## src/rtl/pau_pkg.sv

```systemverilog
package pau_pkg;

    localparam int HALF_W  = 16;
    localparam int ADDR_W  = 2 * HALF_W;
    localparam int NPTR    = 4;
    localparam int SEL_W   = $clog2(NPTR);
    localparam int MODE_W  = 3;
    localparam int VEC_W   = 8;

    // Pointer codes
    localparam logic [SEL_W-1:0] PTR_PC = 2'd0;
    localparam logic [SEL_W-1:0] PTR_SP = 2'd1;
    localparam logic [SEL_W-1:0] PTR_FP = 2'd2;
    localparam logic [SEL_W-1:0] PTR_BP = 2'd3;

    typedef enum logic [MODE_W-1:0] {
        AM_IMM  = 3'd0,
        AM_DIR  = 3'd1,
        AM_IDX  = 3'd2,
        AM_PRE  = 3'd3,
        AM_POST = 3'd4
    } addr_mode_e;

    typedef struct packed {
        logic              en;
        logic [SEL_W-1:0]  sel;
        logic [ADDR_W-1:0] val;
    } ptr_wb_t;

    typedef struct packed {
        logic              en;
        logic [SEL_W-1:0]  sel;
        logic              hi;
        logic [HALF_W-1:0] data;
    } half_wr_t;

    typedef struct packed {
        logic              load;
        logic [ADDR_W-1:0] addr;
        logic              misalign;
    } mab_next_t;

    function automatic logic [ADDR_W-1:0] sext_off(input logic [HALF_W-1:0] off);
        return {{(ADDR_W-HALF_W){off[HALF_W-1]}}, off};
    endfunction

    function automatic logic [ADDR_W-1:0] isr_addr(input logic [HALF_W-1:0] base,
                                                   input logic [VEC_W-1:0]  vec);
        return {base, vec, {(ADDR_W-HALF_W-VEC_W){1'b0}}};
    endfunction

    function automatic logic mode_known(input logic [MODE_W-1:0] m);
        return m <= AM_POST;
    endfunction

endpackage

```

## src/rtl/pau_cla.sv

```systemverilog
module pau_cla #(
    parameter int W     = 32,
    parameter int GRP_W = 4
) (
    input  logic [W-1:0] a,
    input  logic [W-1:0] b,
    output logic [W-1:0] sum
);
    localparam int NGRP = W / GRP_W;

    logic [W-1:0]  gen_b, prop_b;
    logic [NGRP-1:0] grp_g, grp_p;
    logic [NGRP:0]   grp_c;

    assign gen_b  = a & b;
    assign prop_b = a ^ b;

    // Group generate/propagate, one block per nibble group
    for (genvar gi = 0; gi < NGRP; gi++) begin : g_grp
        logic [GRP_W:0] c_in_grp;

        always_comb begin
            logic gg, pp;
            gg = 1'b0;
            pp = 1'b1;
            for (int j = 0; j < GRP_W; j++) begin
                gg = gen_b[gi*GRP_W+j] | (prop_b[gi*GRP_W+j] & gg);
                pp = pp & prop_b[gi*GRP_W+j];
            end
            grp_g[gi] = gg;
            grp_p[gi] = pp;
        end

        // Internal carries from group carry-in (lookahead inside group)
        always_comb begin
            c_in_grp[0] = grp_c[gi];
            for (int j = 0; j < GRP_W; j++) begin
                c_in_grp[j+1] = gen_b[gi*GRP_W+j] | (prop_b[gi*GRP_W+j] & c_in_grp[j]);
            end
        end

        assign sum[gi*GRP_W +: GRP_W] = prop_b[gi*GRP_W +: GRP_W] ^ c_in_grp[GRP_W-1:0];
    end

    // Second level: group carries
    always_comb begin
        grp_c[0] = 1'b0;
        for (int k = 0; k < NGRP; k++) begin
            grp_c[k+1] = grp_g[k] | (grp_p[k] & grp_c[k]);
        end
    end

endmodule

```

## src/rtl/pau_ptr_bank.sv

```systemverilog
module pau_ptr_bank
    import pau_pkg::*;
#(
    parameter int N  = NPTR,
    parameter int HW = HALF_W
) (
    input  logic               clk,
    input  logic               rst,
    input  half_wr_t           sw_wr,
    input  ptr_wb_t            wb,
    output logic [N*2*HW-1:0]  ptr_flat
);
    for (genvar pi = 0; pi < N; pi++) begin : g_ptr
        logic [HW-1:0] hi_q, lo_q;
        logic wb_hit, sw_hit;

        assign wb_hit = wb.en && (wb.sel == SEL_W'(pi));
        assign sw_hit = sw_wr.en && (sw_wr.sel == SEL_W'(pi));

        always_ff @(posedge clk) begin
            if (rst) begin
                hi_q <= '0;
                lo_q <= '0;
            end else if (wb_hit) begin
                hi_q <= wb.val[2*HW-1:HW];
                lo_q <= wb.val[HW-1:0];
            end else if (sw_hit) begin
                if (sw_wr.hi) hi_q <= sw_wr.data;
                else          lo_q <= sw_wr.data;
            end
        end

        assign ptr_flat[pi*2*HW +: 2*HW] = {hi_q, lo_q};
    end

endmodule

```

## src/rtl/pau_mode_ctl.sv

```systemverilog
module pau_mode_ctl
    import pau_pkg::*;
(
    input  logic              req_valid,
    input  logic [MODE_W-1:0] req_mode,
    input  logic [SEL_W-1:0]  req_ptr,
    input  logic [HALF_W-1:0] req_off,
    input  logic [ADDR_W-1:0] req_direct,
    input  logic              req_word,
    input  logic              irq_enter,
    input  logic [VEC_W-1:0]  irq_vec,
    input  logic [HALF_W-1:0] vec_base,
    input  logic [ADDR_W-1:0] pc_val,
    input  logic [ADDR_W-1:0] sel_val,
    output logic [ADDR_W-1:0] add_a,
    output logic [ADDR_W-1:0] add_b,
    input  logic [ADDR_W-1:0] add_sum,
    output ptr_wb_t           wb,
    output mab_next_t         nxt
);
    logic accept;
    logic [ADDR_W-1:0] eff;

    assign accept = req_valid && !irq_enter && mode_known(req_mode);

    always_comb begin
        add_a = sel_val;
        add_b = sext_off(req_off);
        if (req_mode == AM_IMM) begin
            add_a = pc_val;
            add_b = ADDR_W'(2);
        end
    end

    always_comb begin
        wb  = '0;
        eff = add_sum;
        case (req_mode)
            AM_IMM: begin
                eff    = pc_val;
                wb.en  = accept;
                wb.sel = PTR_PC;
                wb.val = add_sum;
            end
            AM_DIR: eff = req_direct;
            AM_IDX: eff = add_sum;
            AM_PRE: begin
                eff    = add_sum;
                wb.en  = accept;
                wb.sel = req_ptr;
                wb.val = add_sum;
            end
            AM_POST: begin
                eff    = sel_val;
                wb.en  = accept;
                wb.sel = req_ptr;
                wb.val = add_sum;
            end
            default: eff = add_sum;
        endcase
    end

    always_comb begin
        nxt = '0;
        if (irq_enter) begin
            nxt.load     = 1'b1;
            nxt.addr     = isr_addr(vec_base, irq_vec);
            nxt.misalign = 1'b0;
        end else if (accept) begin
            nxt.load     = 1'b1;
            nxt.addr     = eff;
            nxt.misalign = req_word && eff[0];
        end
    end

endmodule

```

## src/rtl/ptr_addr_unit.sv

```systemverilog
module ptr_addr_unit
    import pau_pkg::*;
#(
    parameter int CLA_GRP = 4
) (
    input  logic              clk,
    input  logic              rst,
    input  logic              req_valid,
    input  logic [MODE_W-1:0] req_mode,
    input  logic [SEL_W-1:0]  req_ptr,
    input  logic [HALF_W-1:0] req_off,
    input  logic [ADDR_W-1:0] req_direct,
    input  logic              req_word,
    input  logic              wr_en,
    input  logic [SEL_W-1:0]  wr_sel,
    input  logic              wr_hi,
    input  logic [HALF_W-1:0] wr_data,
    input  logic              irq_enter,
    input  logic [VEC_W-1:0]  irq_vec,
    input  logic [HALF_W-1:0] vec_base,
    input  logic [SEL_W-1:0]  rd_sel,
    output logic [ADDR_W-1:0] rd_ptr,
    output logic [ADDR_W-1:0] mab_addr,
    output logic              mab_valid,
    output logic              mab_misalign
);
    logic [NPTR*ADDR_W-1:0] ptr_flat;
    logic [ADDR_W-1:0]      sel_ptr, pc_ptr, add_a, add_b, add_sum;
    half_wr_t               sw_wr;
    ptr_wb_t                wb;
    mab_next_t              nxt;

    assign sw_wr = '{en: wr_en, sel: wr_sel, hi: wr_hi, data: wr_data};

    pau_ptr_bank #(.N(NPTR), .HW(HALF_W)) bank_i (
        .clk(clk), .rst(rst), .sw_wr(sw_wr), .wb(wb), .ptr_flat(ptr_flat)
    );

    assign sel_ptr = ptr_flat[req_ptr*ADDR_W +: ADDR_W];
    assign pc_ptr  = ptr_flat[PTR_PC*ADDR_W +: ADDR_W];
    assign rd_ptr  = ptr_flat[rd_sel*ADDR_W +: ADDR_W];

    pau_mode_ctl ctl_i (
        .req_valid(req_valid), .req_mode(req_mode), .req_ptr(req_ptr),
        .req_off(req_off), .req_direct(req_direct), .req_word(req_word),
        .irq_enter(irq_enter), .irq_vec(irq_vec), .vec_base(vec_base),
        .pc_val(pc_ptr), .sel_val(sel_ptr),
        .add_a(add_a), .add_b(add_b), .add_sum(add_sum),
        .wb(wb), .nxt(nxt)
    );

    pau_cla #(.W(ADDR_W), .GRP_W(CLA_GRP)) cla_i (
        .a(add_a), .b(add_b), .sum(add_sum)
    );

    always_ff @(posedge clk) begin
        if (rst) begin
            mab_addr     <= '0;
            mab_valid    <= 1'b0;
            mab_misalign <= 1'b0;
        end else begin
            mab_valid <= nxt.load;
            if (nxt.load) begin
                mab_addr     <= nxt.addr;
                mab_misalign <= nxt.misalign;
            end
        end
    end

endmodule

```

## config.mk

```make
export PLATFORM = sky130hd
export DESIGN_NAME = ptr_addr_unit
export DESIGN_NICKNAME = d
export VERILOG_FILES = /design/src/rtl/pau_pkg.sv /design/src/rtl/pau_cla.sv /design/src/rtl/pau_ptr_bank.sv /design/src/rtl/pau_mode_ctl.sv /design/src/rtl/ptr_addr_unit.sv
export SDC_FILE = /design/constraint.sdc
export NUM_CORES = 1
export LEC_CHECK = 0
export BUFFER_PORTS_ARGS = -buffer_cell sky130_fd_sc_hd__buf_2
export CAP_MARGIN = 20
export CORE_UTILIZATION = 40
export DETAILED_ROUTE_END_ITERATION = 10
export PLACE_DENSITY = 0.65
export REMOVE_ABC_BUFFERS = 1
export SYNTH_ARGS = -nofsm -noshare
export SYNTH_HDL_FRONTEND = slang
export SYNTH_SLANG_ARGS = --single-unit
```

## constraint.sdc

```tcl
create_clock -name clk -period 6.7 [get_ports clk]
set_input_delay 1.34 -clock clk [delete_from_list [all_inputs] [get_ports clk]]
set_output_delay 1.34 -clock clk [all_outputs]
set_load 0.02 [all_outputs]
```

======== Word-level counts from Yosys, hierarchy flattened ========
Index checks and enable logic that the tools add are counted.
cells by class
  $lt $le $gt $ge ......................... 1
  equality and inequality tests ........... 13
  shift operators ......................... 2
  multiplexer cells ....................... 24
  bitwise operators ....................... 124
  reductions and logical operators ........ 32
operators by type and width
  cell                                                    number
  two-way mux 16 bit                                      18
  indexed part select 128 x 8 -> 32 bit                   2
  one-hot mux 32 bit (3 select lines)                     1
  one-hot mux 35 bit (2 select lines)                     1
  two-way mux 34 bit                                      2
  AND 1 bit                                               66
  two-way mux 32 bit                                      2
  OR 1 bit                                                48
  XOR 32 bit                                              1
  XOR 4 bit                                               8
  AND 31 bit                                              1
  AND reduction 2 bit                                     8
  nonzero test 2 bit                                      8
  logical AND 1 bit                                       11
  == test 2 bit (second input constant)                   4
  inequality test 2 x 1 -> 1 bit (second input constant)  4
  == test 2 x 1 -> 1 bit (second input constant)          2
  logical NOT 2 bit                                       2
  == test 3 x 1 -> 1 bit (second input constant)          1
  == test 3 x 2 -> 1 bit (second input constant)          1
  == test 3 bit (second input constant)                   1
  less-or-equal comparator 3 bit (second input constant)  1
  logical NOT 3 bit                                       1
  OR reduction 2 bit                                      1
  logical NOT 1 bit                                       1
storage, ports and cells
  register bits ........................... 162
  logic and storage cells ................. 207

======== Depth between registers and ports, before layout ========
  depth after elaboration ................. 33
  gate-level depth with buffers ........... 26
  depth with buffers taken out ............ 22

======== Modules after synthesis ========
Synthesis repeated with hierarchy kept, for this count alone.
unflattened totals
  cell total of the unflattened synthesis .. 1333
  area total of the unflattened synthesis .. 11905.2 um^2
modules (own cells, without submodules)
  module         instances  cells an instance  area each (um^2)  sequential area each (um^2)
  pau_ptr_bank   1          748                5815.6            2562.5
  ptr_addr_unit  1          187                2812.7            680.7
  pau_mode_ctl   1          297                2140.8            0.0
  pau_cla        1          101                1136.1            0.0

======== Worst setup path before layout ========
OpenSTA, ideal clock, no wires.
  path kind ............................... input to register
  start ................................... in req_mode[1]
  end ..................................... reg bank_i.g_ptr[1].hi_q[11]
  arrival time ............................ 7.076 ns
  data required time ...................... 6.614 ns
  setup slack ............................. -0.461 ns
  stages .................................. 24
  path buffers ............................ 4
  path through ............................ buf_2 or3_1 clkbuf_1 clkbuf_1 buf_2 and2_1 ha_1 inv_1 fa_1 fa_1 fa_1 nor2b_1 nand4_1 o21ai_0 o21ai_0 or2_2 and3_1 fa_1 fa_1 fa_1 xnor2_1 nor2b_1 nor2_1 a211oi_1
on the way
  word-level cells in the longest chain between the ends .. 28
  elaborated cells between the ends (all ways) .. 85
  those cells by class .................... order compare (1); eq/ne (3); mux (4); bitwise (70); reduce/logical (7)
RTL lines
  item                                             RTL line                                text
  start, declared                                  ptr_addr_unit.sv:9                      input logic [MODE_W-1:0] req_mode,
  logical NOT 3 bit                                pau_mode_ctl.sv:29, pau_mode_ctl.sv:38
  two-way mux 32 bit                               pau_mode_ctl.sv:29                      if (req_mode == AM_IMM) begin
  XOR 32 bit / AND 31 bit (equally long branches)  pau_cla.sv:16, pau_cla.sv:15
  AND 1 bit                                        pau_cla.sv:27                           gg = gen_b[gi*GRP_W+j] | (prop_b[gi*GRP_W+j] & gg);
  OR 1 bit                                         pau_cla.sv:27
  AND 1 bit                                        pau_cla.sv:27
  OR 1 bit                                         pau_cla.sv:27
  AND 1 bit                                        pau_cla.sv:27
  (+12 left out)                                   n/a
  OR 1 bit                                         pau_cla.sv:38                           c_in_grp[j+1] = gen_b[gi*GRP_W+j] | (prop_b[gi*GRP_W+j] & c_in_grp[j]);
  AND 1 bit                                        pau_cla.sv:38
  OR 1 bit                                         pau_cla.sv:38
  AND 1 bit                                        pau_cla.sv:38
  OR 1 bit                                         pau_cla.sv:38
  XOR 4 bit                                        pau_cla.sv:42                           assign sum[gi*GRP_W +: GRP_W] = prop_b[gi*GRP_W +: GRP_W] ^ c_in_grp[GRP_W-1:0];
  one-hot mux 35 bit (2 select lines) *            pau_mode_ctl.sv:38                      case (req_mode)
  two-way mux 16 bit                               pau_ptr_bank.sv:24                      end else if (wb_hit) begin
  end signal, assigned                             pau_ptr_bank.sv:25                      hi_q <= wb.val[2*HW-1:HW];
  end signal, assigned                             pau_ptr_bank.sv:28                      if (sw_wr.hi) hi_q <= sw_wr.data;
  end, declared                                    pau_ptr_bank.sv:14                      logic [HW-1:0] hi_q, lo_q;
Mark *: on every way between the ends. The rest lies on a longest branch, timed or not.
A chain may end at the register's enable or synchronous reset.

======== Final worst setup path ========
  start ................................... in req_ptr[0]
  end ..................................... reg bank_i.g_ptr[1].hi_q[7]
on the way
  word-level cells in the longest chain between the ends .. 26
  elaborated cells between the ends (all ways) .. 68
  those cells by class .................... eq/ne (1); shift (1); mux (3); bitwise (59); reduce/logical (4)
RTL lines
  item                                             RTL line                      text
  start, declared                                  ptr_addr_unit.sv:10           input logic [SEL_W-1:0] req_ptr,
  indexed part select 128 x 8 -> 32 bit            ptr_addr_unit.sv:39           assign sel_ptr = ptr_flat[req_ptr*ADDR_W +: ADDR_W];
  two-way mux 32 bit                               pau_mode_ctl.sv:29
  XOR 32 bit / AND 31 bit (equally long branches)  pau_cla.sv:16, pau_cla.sv:15
  AND 1 bit                                        pau_cla.sv:27
  OR 1 bit                                         pau_cla.sv:27
  AND 1 bit                                        pau_cla.sv:27
  OR 1 bit                                         pau_cla.sv:27
  AND 1 bit                                        pau_cla.sv:27
  (+10 left out)                                   n/a
  OR 1 bit                                         pau_cla.sv:38
  AND 1 bit                                        pau_cla.sv:38
  OR 1 bit                                         pau_cla.sv:38
  AND 1 bit                                        pau_cla.sv:38
  OR 1 bit                                         pau_cla.sv:38
  XOR 4 bit                                        pau_cla.sv:42
  one-hot mux 35 bit (2 select lines) *            pau_mode_ctl.sv:38
  two-way mux 16 bit                               pau_ptr_bank.sv:24
Marks and branches as above.

==> results.toml <==
[pwr]
p_sw_uw = 789
switching_share_pct = 29.8
vdd_drop_max_mv = 0.179
seq_power_share_pct = 38.8
pwr-share-comb_pct = 20.7
intPower_mw = 1.86
p_leak_nw = 5.48
p_per_area_nw_per_um2 = 201
pwr-share-clk_pct = 40.5
power.total_mw = 2.65

[global_routing]
track_usage_pct = 27.4
grt_pass1_vias = 9930
gr-total-overflow = 0
grt_first_pass_wirelength_mm = 59.0
grt_max_degree = 95
antenna_found_initial = 2

[synth]
synth_warnings = 0
ys_seq_area_share_pct = 29.0
ys_types = 50
avgSynthCellArea_sq_um = 9.80
synthCells = 1143
syn_area_sq_um = 11200
ys_ff_latch = 162

[worst_setup_path]
crit_type = "input port to flop"
startpoint_type = "input port"
end_kind = "flop"
worstPathRequired_ps = 7040
cp_max_fo = 4
worstPathArrival_ps = 6760

[final_layout]
drive_gt1_share_pct = 34.1
syn2layout_area_growth_pct = 17.8
fill_cells = 2611
post-route-cell-area_sq_um = 13200
layout.cells.non_filler = 1666
final_core_util_pct = 48.5
num-nets-final = 1432

[placed_design]
dpl_cell_area_sq_um = 12500
numPortBuffers = 169
place_hpwl_mm = 25.5
gp_congestion = 0.902
pre_cts_slack_ps = -209
placed_cells_incl_taps = 1632

[floorplan]
fp-row-count = 60
chipHeight_microns = 169
io_pins = 170
core-area_sq_um = 27200
start_util_pct = 41.2
dieArea_sq_um = 28700
die_x_microns = 169

[timing]
timing.hold.ws_ps = 483
layout_setup_ws_ps = 281
fin_setup_tns_ps = 0
final_hold_viol_count = 0
slew_headroom_pct = 27.3
timing.fmax_mhz = 156
rsz0062_at_grt = "false"
finalMaxSlewViolations = 0
fin_crit_sh_pct = 95.8
finClkSkew_ps = 11.3
fin_crit_ps = 6420
worstMarginPinSlew_ps = 1090
setup_viol = 0

[cts]
worstSkewPairLatency_ps = 440
htreeDepth = 4
numClockSinks = 162
clk_path_buf_depth = 2
cts_buffers = 17
cts_resized = 0
postCtsSetupBuffers = 0
tritoncts = "built"
cts.reportedPaths.clkPinSlew_ps = 60
cts_hold_buf = 0
cts_root_buffer = "clkbuf_16"

[worst_hold_path]
hold_class = "flop to flop"

[drt]
wl_per_cell_microns = 23.4
firstDrtPassIters = 5
drt-total-wl_mm = 39.1
drc_errors = 0
num_vias = 10248
postRouteAntennaNets = 0
drtIter0Drc = 1088
via_per_inst = 6.15

[run]
maxCapViolations = 0

[outcome]
status = "complete, no violations"
==> path summary, 6_finish.rpt <==
| check | start | end | slack (ps) | cells after the start |
|---|---|---|---|---|
| hold / removal | mab_addr[6] | mab_addr[6] | 480 | 2 |
| setup reg to reg | bank_i.g_ptr[0].lo_q[0] | bank_i.g_ptr[1].hi_q[7] | 900 | 22 |
| setup / recovery | req_ptr[0] | bank_i.g_ptr[1].hi_q[7] | 280 | 23 |
| hold reg to reg | mab_addr[6] | mab_addr[6] | 480 | 2 |
==> layout by cell type (no fill, tap or decap), types with 44 or more instances in the layout <==
master,instances
nor2_1,133
dfxtp_1,162
mux2_2,91
buf_4,58
a211oi_1,146
buf_2,168
mux2i_1,57
nand2_1,44
a221oi_1,49
mux4_2,64
==> per-layer routing <==
metal  vias up  share of wire, %  global-route usage, %  wire (microns)
li1       4627                 -                      -               -
met1      5027                42                   36.9           16500
met2       504                46                   44.0           18000
met3        88               9.1                   5.67            3550
met4         2               2.6                   8.89            1010
met5         -             0.031                      0              12
==> logic make-up (layout without fill, tap and decap cells) <==
family / count (synthesis) / count (layout) / share of synthesized area [%]
other cells: 0 / 2 / 0
flops: 162 / 162 / 29.0
fa+ha+maj: 49 / 49 / 7.09
buf+inv: 143 / 292 / 5.34
simple gates: 267 / 267 / 11.2
mux: 212 / 212 / 27.1
xor+xnor: 10 / 10 / 0.782
compound gates: 300 / 300 / 19.5
==> final cells by class <==
type	count	area, sq um	area share (%)
multi-input combinational	838	7430	56.3
inverter	33	124	0.939
clock buffer	19	443	3.36
clock inverter	13	181	1.38
sequential	162	3240	24.6
antenna	2	5.00	0.0380
timing repair buffer	227	1300	9.83
tap	372	465	3.53
==> registers in the layout (all words and copies together), names as in the netlist <==
name,count
mab_addr,32
mab_misalign,1
bank_i.g_ptr.lo_q,64
bank_i.g_ptr.hi_q,64
mab_valid,1
==> synthesized netlist by cell type, drive strengths merged <==
| master | number | area, sq um |
|---|---|---|
| o2111ai | 1 | 8.76 |
| a22oi | 3 | 22.5 |
| or3b | 1 | 8.76 |
| mux2i | 57 | 571 |
| buf | 45 | 230 |
| and2 | 5 | 31.3 |
| or3 | 1 | 6.26 |
| o221ai | 2 | 17.5 |
| o21a | 1 | 7.51 |
| nor2b | 42 | 263 |
| nor4 | 1 | 6.26 |
| a41oi | 1 | 8.76 |
| nand2b | 2 | 12.5 |
| dfxtp | 162 | 3240 |
| nor3b | 2 | 25.0 |
| nor2 | 135 | 507 |
| a21oi | 37 | 185 |
| nand3 | 2 | 10.0 |
| and4 | 2 | 17.5 |
| nand4 | 5 | 31.3 |
| o22ai | 31 | 194 |
| nor3 | 16 | 95.1 |
| o21ai | 17 | 88.8 |
| nand4b | 3 | 26.3 |
| a221oi | 49 | 429 |
| a21o | 2 | 15.0 |
| ha | 25 | 313 |
| a31oi | 1 | 6.26 |
| xnor2 | 7 | 61.3 |
| or4 | 1 | 7.51 |
| mux4 | 64 | 1440 |
| nand2 | 44 | 165 |
| mux2 | 91 | 1020 |
| inv | 33 | 124 |
| fa | 24 | 480 |
| o22a | 1 | 8.76 |
| and3 | 2 | 12.5 |
| or2 | 2 | 12.5 |
| xor2 | 3 | 26.3 |
| clkbuf | 65 | 244 |
| a211oi | 154 | 1200 |
| nand4bb | 1 | 11.3 |
==> critical path: stages <==
cell      delay, ps
buf_2           110
mux4_2          390
nand2_1          60
nand2_1          60
ha_1            130
inv_1            50
fa_1            490
fa_1            470
fa_1            460
nor2b_1         130
nand4_1          90
o21ai_0         110
o21ai_1         170
buf_4           170
o21ai_0         220
a21oi_1         140
fa_1            460
fa_1            460
fa_1            470
xor2_1          190
nor2_1          260
nor2_1           90
a211oi_1        240
==> power by group through the flow <==
stage          logic, mW  registers [mW]  clock network [mW]
2_1_floorplan      0.286            1.06                   0
3_3_place_gp       0.533            1.05                   0
3_5_place_dp       0.537            1.05                   0
4_1_cts            0.540            1.03                1.08
5_1_grt            0.588            1.03                1.11
6_report           0.549            1.03                1.07
Power figures use the tool's default switching activity.
